$ cat config.mk
export PLATFORM = sky130hd
export DESIGN_NAME = flash_status_guard
export DESIGN_NICKNAME = d
export VERILOG_FILES = /design/src/rtl/fsr_pkg.sv /design/src/rtl/fsr_prot_decode.sv /design/src/rtl/fsr_busy_timer.sv /design/src/rtl/flash_status_guard.sv
export SDC_FILE = /design/constraint.sdc
export NUM_CORES = 1
export LEC_CHECK = 0
export CELL_PAD_IN_SITES_DETAIL_PLACEMENT = 1
export CELL_PAD_IN_SITES_GLOBAL_PLACEMENT = 2
export CORE_MARGIN = 2
export CORE_UTILIZATION = 38
export CTS_CLUSTER_SIZE = 24
export DETAILED_ROUTE_END_ITERATION = 16
export DONT_BUFFER_PORTS = 1
export GPL_TIMING_DRIVEN = 0
export PLACE_DENSITY_LB_ADDON = 0.3
export SYNTH_ARGS = -nofsm -noshare
export SYNTH_HDL_FRONTEND = slang
export SYNTH_SLANG_ARGS = --single-unit
export TNS_END_PERCENT = 20
$ cat constraint.sdc
create_clock -name clk -period 5.49 [get_ports clk]
set_input_delay 0.8235 -clock clk [delete_from_list [all_inputs] [get_ports clk]]
set_output_delay 0.8235 -clock clk [all_outputs]
set_load 0.01 [all_outputs]
$ cat src/rtl/fsr_pkg.sv
package fsr_pkg;
   localparam int unsigned SR_W = 8;
   localparam int unsigned BP_W = 4;
   localparam int unsigned NV_W = SR_W - 2;

   typedef struct packed {
      logic       lock;
      logic       quad;
      logic [3:0] bp;
      logic       wel;
      logic       wip;
   } fsr_status_t;

   typedef enum logic [1:0] {
      DEC_IDLE   = 2'd0,
      DEC_ACCEPT = 2'd1,
      DEC_REJECT = 2'd2
   } fsr_dec_e;
endpackage

$ cat src/rtl/fsr_prot_decode.sv
module fsr_prot_decode
   import fsr_pkg::*;
#(
   parameter int unsigned BLK_W         = 9,
   parameter bit          BOTTOM_ON_SET = 1'b1
) (
   input  logic [BP_W-1:0]  bp_i,
   input  logic [BLK_W-1:0] blk_i,
   output logic             prot_o
);
   localparam int unsigned STEPS   = (1 << (BP_W - 1)) - 2;
   localparam int unsigned NUM_BLK = 1 << BLK_W;

   if (BLK_W < STEPS) begin : g_bad_width
      $error("fsr_prot_decode: BLK_W too small for the region sizes");
   end

   // per-step comparators: top-anchored keeps the upper 2^g blocks open,
   // bottom-anchored keeps the lower 2^g blocks open
   logic [STEPS-1:0] lower_hit;
   logic [STEPS-1:0] upper_hit;
   for (genvar g = 0; g < STEPS; g++) begin : g_step
      localparam logic [BLK_W-1:0] OPEN_CNT  = BLK_W'(1 << g);
      localparam logic [BLK_W-1:0] LOW_LIMIT = BLK_W'(NUM_BLK - (1 << g));
      assign lower_hit[g] = (blk_i <  LOW_LIMIT);
      assign upper_hit[g] = (blk_i >= OPEN_CNT);
   end

   logic anchor_bottom;
   if (BOTTOM_ON_SET) begin : g_anchor_set
      assign anchor_bottom = bp_i[BP_W-1];
   end else begin : g_anchor_clr
      assign anchor_bottom = ~bp_i[BP_W-1];
   end

   logic [BP_W-2:0] code;
   logic [BP_W-2:0] idx;
   assign code = bp_i[BP_W-2:0];
   assign idx  = code - 1'b1;

   always_comb begin
      if (code == '0) begin
         prot_o = 1'b0;
      end else if (code == '1) begin
         prot_o = 1'b1;
      end else begin
         prot_o = anchor_bottom ? upper_hit[idx] : lower_hit[idx];
      end
   end
endmodule

$ cat src/rtl/fsr_busy_timer.sv
module fsr_busy_timer #(
   parameter int unsigned CNT_W = 16
) (
   input  logic             clk,
   input  logic             rst_n,
   input  logic             start_i,
   input  logic [CNT_W-1:0] len_i,
   output logic             busy_o,
   output logic             last_o
);
   if (CNT_W < 2) begin : g_bad_cnt
      $error("fsr_busy_timer: CNT_W must be at least 2");
   end

   logic [CNT_W-1:0] cnt_q;

   always_ff @(posedge clk or negedge rst_n) begin
      if (!rst_n) begin
         cnt_q <= '0;
      end else if (start_i) begin
         cnt_q <= (len_i == '0) ? CNT_W'(1) : len_i;
      end else if (cnt_q != '0) begin
         cnt_q <= cnt_q - 1'b1;
      end
   end

   assign busy_o = (cnt_q != '0);
   assign last_o = (cnt_q == CNT_W'(1));

   // a new operation may only start from idle
   assert_start_idle_R9: assert property (@(posedge clk) disable iff (!rst_n)
      start_i |-> !busy_o);
endmodule

$ cat src/rtl/flash_status_guard.sv
module flash_status_guard
   import fsr_pkg::*;
#(
   parameter int unsigned    ADDR_W    = 25,
   parameter int unsigned    BLK_SHIFT = 16,
   parameter int unsigned    CNT_W     = 16,
   parameter logic [NV_W-1:0] NV_INIT  = '0
) (
   input  logic              clk,
   input  logic              rst_n,
   input  logic              wren_i,
   input  logic              wrdi_i,
   input  logic              wrsr_i,
   input  logic [SR_W-1:0]   wrsr_data_i,
   input  logic              pe_i,
   input  logic [ADDR_W-1:0] pe_addr_i,
   input  logic [CNT_W-1:0]  busy_len_i,
   output logic [SR_W-1:0]   status_o,
   output logic              pe_accept_o,
   output logic              pe_reject_o,
   output logic              sr_accept_o,
   output logic              sr_reject_o
);
   localparam int unsigned BLK_W = ADDR_W - BLK_SHIFT;

   if (ADDR_W <= BLK_SHIFT) begin : g_bad_addr
      $error("flash_status_guard: ADDR_W must exceed BLK_SHIFT");
   end

   logic [NV_W-1:0] nv_q;
   logic            wel_q;
   logic            wip;
   logic            busy_last;
   logic            prot;
   logic            start;
   fsr_dec_e        pe_dec;
   fsr_dec_e        sr_dec;
   fsr_status_t     sr_view;
   fsr_status_t     wr_img;

   assign sr_view = fsr_status_t'({nv_q, wel_q, wip});
   assign wr_img  = fsr_status_t'(wrsr_data_i);
   assign status_o = sr_view;

   fsr_prot_decode #(
      .BLK_W        (BLK_W),
      .BOTTOM_ON_SET(1'b1)
   ) i_decode (
      .bp_i  (sr_view.bp),
      .blk_i (pe_addr_i[ADDR_W-1:BLK_SHIFT]),
      .prot_o(prot)
   );

   fsr_busy_timer #(
      .CNT_W(CNT_W)
   ) i_timer (
      .clk    (clk),
      .rst_n  (rst_n),
      .start_i(start),
      .len_i  (busy_len_i),
      .busy_o (wip),
      .last_o (busy_last)
   );

   // request rulings; program/erase outranks status write
   always_comb begin
      pe_dec = DEC_IDLE;
      sr_dec = DEC_IDLE;
      if (pe_i) begin
         pe_dec = (wel_q && !wip && !prot) ? DEC_ACCEPT : DEC_REJECT;
      end else if (wrsr_i) begin
         sr_dec = (wel_q && !wip && !sr_view.lock) ? DEC_ACCEPT : DEC_REJECT;
      end
   end

   assign start = (pe_dec == DEC_ACCEPT) || (sr_dec == DEC_ACCEPT);

   always_ff @(posedge clk or negedge rst_n) begin
      if (!rst_n) begin
         nv_q        <= NV_INIT;
         wel_q       <= 1'b0;
         pe_accept_o <= 1'b0;
         pe_reject_o <= 1'b0;
         sr_accept_o <= 1'b0;
         sr_reject_o <= 1'b0;
      end else begin
         pe_accept_o <= (pe_dec == DEC_ACCEPT);
         pe_reject_o <= (pe_dec == DEC_REJECT);
         sr_accept_o <= (sr_dec == DEC_ACCEPT);
         sr_reject_o <= (sr_dec == DEC_REJECT);
         if (wip) begin
            if (busy_last) wel_q <= 1'b0;
         end else if (pe_dec == DEC_REJECT || sr_dec == DEC_REJECT) begin
            wel_q <= 1'b0;
         end else if (!start) begin
            if (wren_i)      wel_q <= 1'b1;
            else if (wrdi_i) wel_q <= 1'b0;
         end
         if (sr_dec == DEC_ACCEPT) begin
            nv_q <= {wr_img.lock, wr_img.quad, wr_img.bp};
         end
      end
   end

   assert_accept_needs_latch_R3: assert property (@(posedge clk) disable iff (!rst_n)
      pe_accept_o |-> $past(status_o[1]) && !$past(status_o[0]));
   assert_accept_sets_busy_R3: assert property (@(posedge clk) disable iff (!rst_n)
      pe_accept_o |-> status_o[0]);
   assert_reject_idle_R4: assert property (@(posedge clk) disable iff (!rst_n)
      (pe_reject_o && !$past(status_o[0])) |-> (!status_o[0] && !status_o[1]));
   assert_open_code_R7: assert property (@(posedge clk) disable iff (!rst_n)
      (pe_i && wel_q && !wip && nv_q[2:0] == 3'b000) |=> pe_accept_o);
   assert_closed_code_R7: assert property (@(posedge clk) disable iff (!rst_n)
      (pe_i && nv_q[2:0] == 3'b111) |=> pe_reject_o);
   assert_lock_holds_R11: assert property (@(posedge clk) disable iff (!rst_n)
      sr_accept_o |-> !$past(status_o[7]));
   assert_finish_clears_latch_R8: assert property (@(posedge clk) disable iff (!rst_n)
      $fell(status_o[0]) |-> !status_o[1]);
   assert_one_ruling_R9: assert property (@(posedge clk) disable iff (!rst_n)
      $countones({pe_accept_o, pe_reject_o, sr_accept_o, sr_reject_o}) <= 1);
endmodule

==> flow_summary.ini <==
[power]
p_per_area_nw_per_um2 = 190
static-leakage-power_uw = 0.000774
peakVddDrop_v = 0.0000848

[final_layout]
drive_gt1_share_pct = 9.41
stdcell_count = 220
postLayoutCoreUtil_pct = 42.4
finalInstanceArea_sq_um = 1710
fin_nets = 231
n_antenna_cell = 0
filler_cell_count = 475
area_growth_syn_to_layout_pct = 6.72

[drt]
vias_per_cell = 5.94
num_vias = 1306
first_pass_iters = 4
routedWlPerCell_um = 18.2
wl_um = 3990
antenna_left = 0
drtIter0Drc = 77
post-route-drc-count = 0

[synth]
yosysSeqAreaShare_pct = 42.2
yosysUniqueCellTypes = 50
synth-main-ff-cell = dfrtp_1
synth_fp_nets = 226
yosys_warnings = 0
synth_area_per_cell_sq_um = 9.65
netlist_area_sq_um = 1600
synth_edf_count = 0
synth_seq_cells = 27
async_reset_ff_share_pct = 100
syn_inst = 166

[sta]
worst_slew_pin_slew_ps = 487
hold_slack_ps = 227
final-setup-viol-count = 0
finalCritPeriodShare_pct = 57.0
slew_headroom_pct = 67.3
finClkSkew_ps = 3.96
slew_viol_final = 0
fmax_ghz = 0.320
hold_viol = 0
tns_ps = 0
rsz0062_at_grt = no
layout_min_cycle_time_ps = 3130

[clock_network]
clkLatencyLatePin_ps = 270
cts_tree = yes
cts_resized = 0
h-tree-depth = 1
path_clk_slew_ps = 100
cts_setup_buffers = 0
root_buffer = clkbuf_8
cts_buffer_depth = 2
clock-sinks = 27
cts-buffers-inserted = 3
cts-hold-fix-buffers = 0

[floorplanning]
core_sq_um = 4030
die_area_sq_um = 4750
die_w_um = 68.9
die_h_um = 68.9
row_count = 23
start_util_pct = 39.8
ios = 67

[worst_setup_path]
crit_required_ps = 4670
crit_path_start_kind = register
reg2regPathDepth = 9
crit_path_max_fanout = 9
path_class = register to output pin
crit_arrival_ps = 2300
critPathCaptureType = output pin

[placed_design]
placed_cells = 216
hpwlAfterDp_um = 3050
placed_cell_area_sq_um = 1660
portBuffers = 0
gp_congestion = 0.913

[worst_hold_path]
min_path_type = input port to asynchronous set/reset pin

[status]
outcome = finished, final reports clean

[job]
drv_cap = 0

[grt]
grt_pass1_vias = 1342
grt.overflow.total = 0
grt_antenna_before_repair = 0
grt_start_max_net_pins = 28
grt_pass1_wl_um = 6510
grt_usage_pct = 18.7
==> worst max-delay path, stage by stage, from the launching register on <==
cell,delay (ps)
dfrtp_1,430
nor3_1,450
nand4b_2,320
nor3_4,430
inv_2,200
buf_4,190
==> path summary, 6_finish.rpt <==
path / start / end / slack, ps
setup / recovery: i_timer.cnt_q[2] / status_o[0] / 2360
hold / removal: rst_n / nv_q[4] / 230
setup reg to reg: nv_q[0] / i_timer.cnt_q[6] / 2800
hold reg to reg: nv_q[4] / nv_q[4] / 570
max in group asynchronous: rst_n / i_timer.cnt_q[0] / 5180
min in group clk: nv_q[4] / nv_q[4] / 570
==> cell usage in the layout, fill, tap and decap left out, types with 2 or more instances in the layout <==
cell / Yosys / routed
nand4_1: 2 / 2
nand4b_2: 2 / 2
xor2_1: 5 / 5
o41a_1: 2 / 2
inv_1: 8 / 8
clkbuf_8: 0 / 3
a211o_1: 2 / 2
nor3_1: 8 / 8
nand2b_1: 2 / 2
mux2i_1: 2 / 2
ha_1: 5 / 5
a221o_1: 4 / 4
nor4_1: 6 / 6
nand3_1: 2 / 2
or4_1: 2 / 2
a31oi_1: 3 / 3
a21oi_1: 3 / 3
buf_4: 2 / 2
a22o_1: 6 / 6
o21a_1: 3 / 3
xnor2_1: 3 / 3
o21ai_0: 9 / 9
nor2b_1: 2 / 2
dfrtp_1: 27 / 27
nor2_1: 12 / 12
nand2_1: 19 / 19
==> power by group <==
group | internal [uW] | leakage, uW | switching [uW]
Sequential | 200 | 0.000346 | 0.621
Clock | 52.1 | 0.0000228 | 66.3
Combinational | 3.21 | 0.000405 | 2.58
Total | 255 | 0.000774 | 69.5
==> synth_stat cells (3+ instances only) <==
library cell,number,share of area (%)
o21ai_0,9,2.8
nor3_1,8,2.5
inv_1,8,1.9
dfrtp_1,27,42
a22o_1,6,3.3
ha_1,5,3.9
a31oi_1,3,1.2
xnor2_1,3,1.6
nor4_1,6,2.3
nand2_1,19,4.5
a21oi_1,3,0.94
o21a_1,3,1.4
xor2_1,5,2.7
nor2_1,12,2.8
a221o_1,4,2.5
==> registers in the layout (all words and copies together), names as in the netlist <==
register       flops
sr_accept_o        1
sr_reject_o        1
nv_q               6
pe_accept_o        1
pe_reject_o        1
wel_q              1
i_timer.cnt_q     16
==> metrics by stage <==
step	setup WS, ps	power, uW
detailed placement	2650	210
global route	2110	338
global placement	2680	210
finish	2360	324
floorplan	2990	209
CTS	2330	328
==> cells by family after synthesis <==
family / count (synthesis) / share of synthesized area [%]
simple gates: 65 / 22.4
flops: 27 / 42.2
xor+xnor: 8 / 4.38
buf+inv: 14 / 4.30
fa+ha+maj: 5 / 3.91
mux: 3 / 2.19
compound gates: 44 / 20.6
==> layer usage <==
| metal | global-route usage (%) | vias up | part of all wire [%] |
|---|---|---|---|
| met4 | 6.13 | 0 | 0.58 |
| met3 | 3.08 | 2 | 5.0 |
| met2 | 28.7 | 31 | 45 |
| li1 | - | 623 | - |
| met1 | 26.7 | 650 | 50 |
| met5 | 0 | - | 0 |
==> final cells by class <==
| type | instances | area [sq um] | share of cell area (%) |
|---|---|---|---|
| multi-input cells | 125 | 857 | 50.1 |
| inverters | 10 | 37.5 | 2.20 |
| well taps | 50 | 62.6 | 3.66 |
| flip-flops and latches | 27 | 676 | 39.5 |
| clock buffers | 4 | 45.0 | 2.64 |
| plain buffers | 4 | 31.3 | 1.83 |
Power figures use the tool's default switching activity.
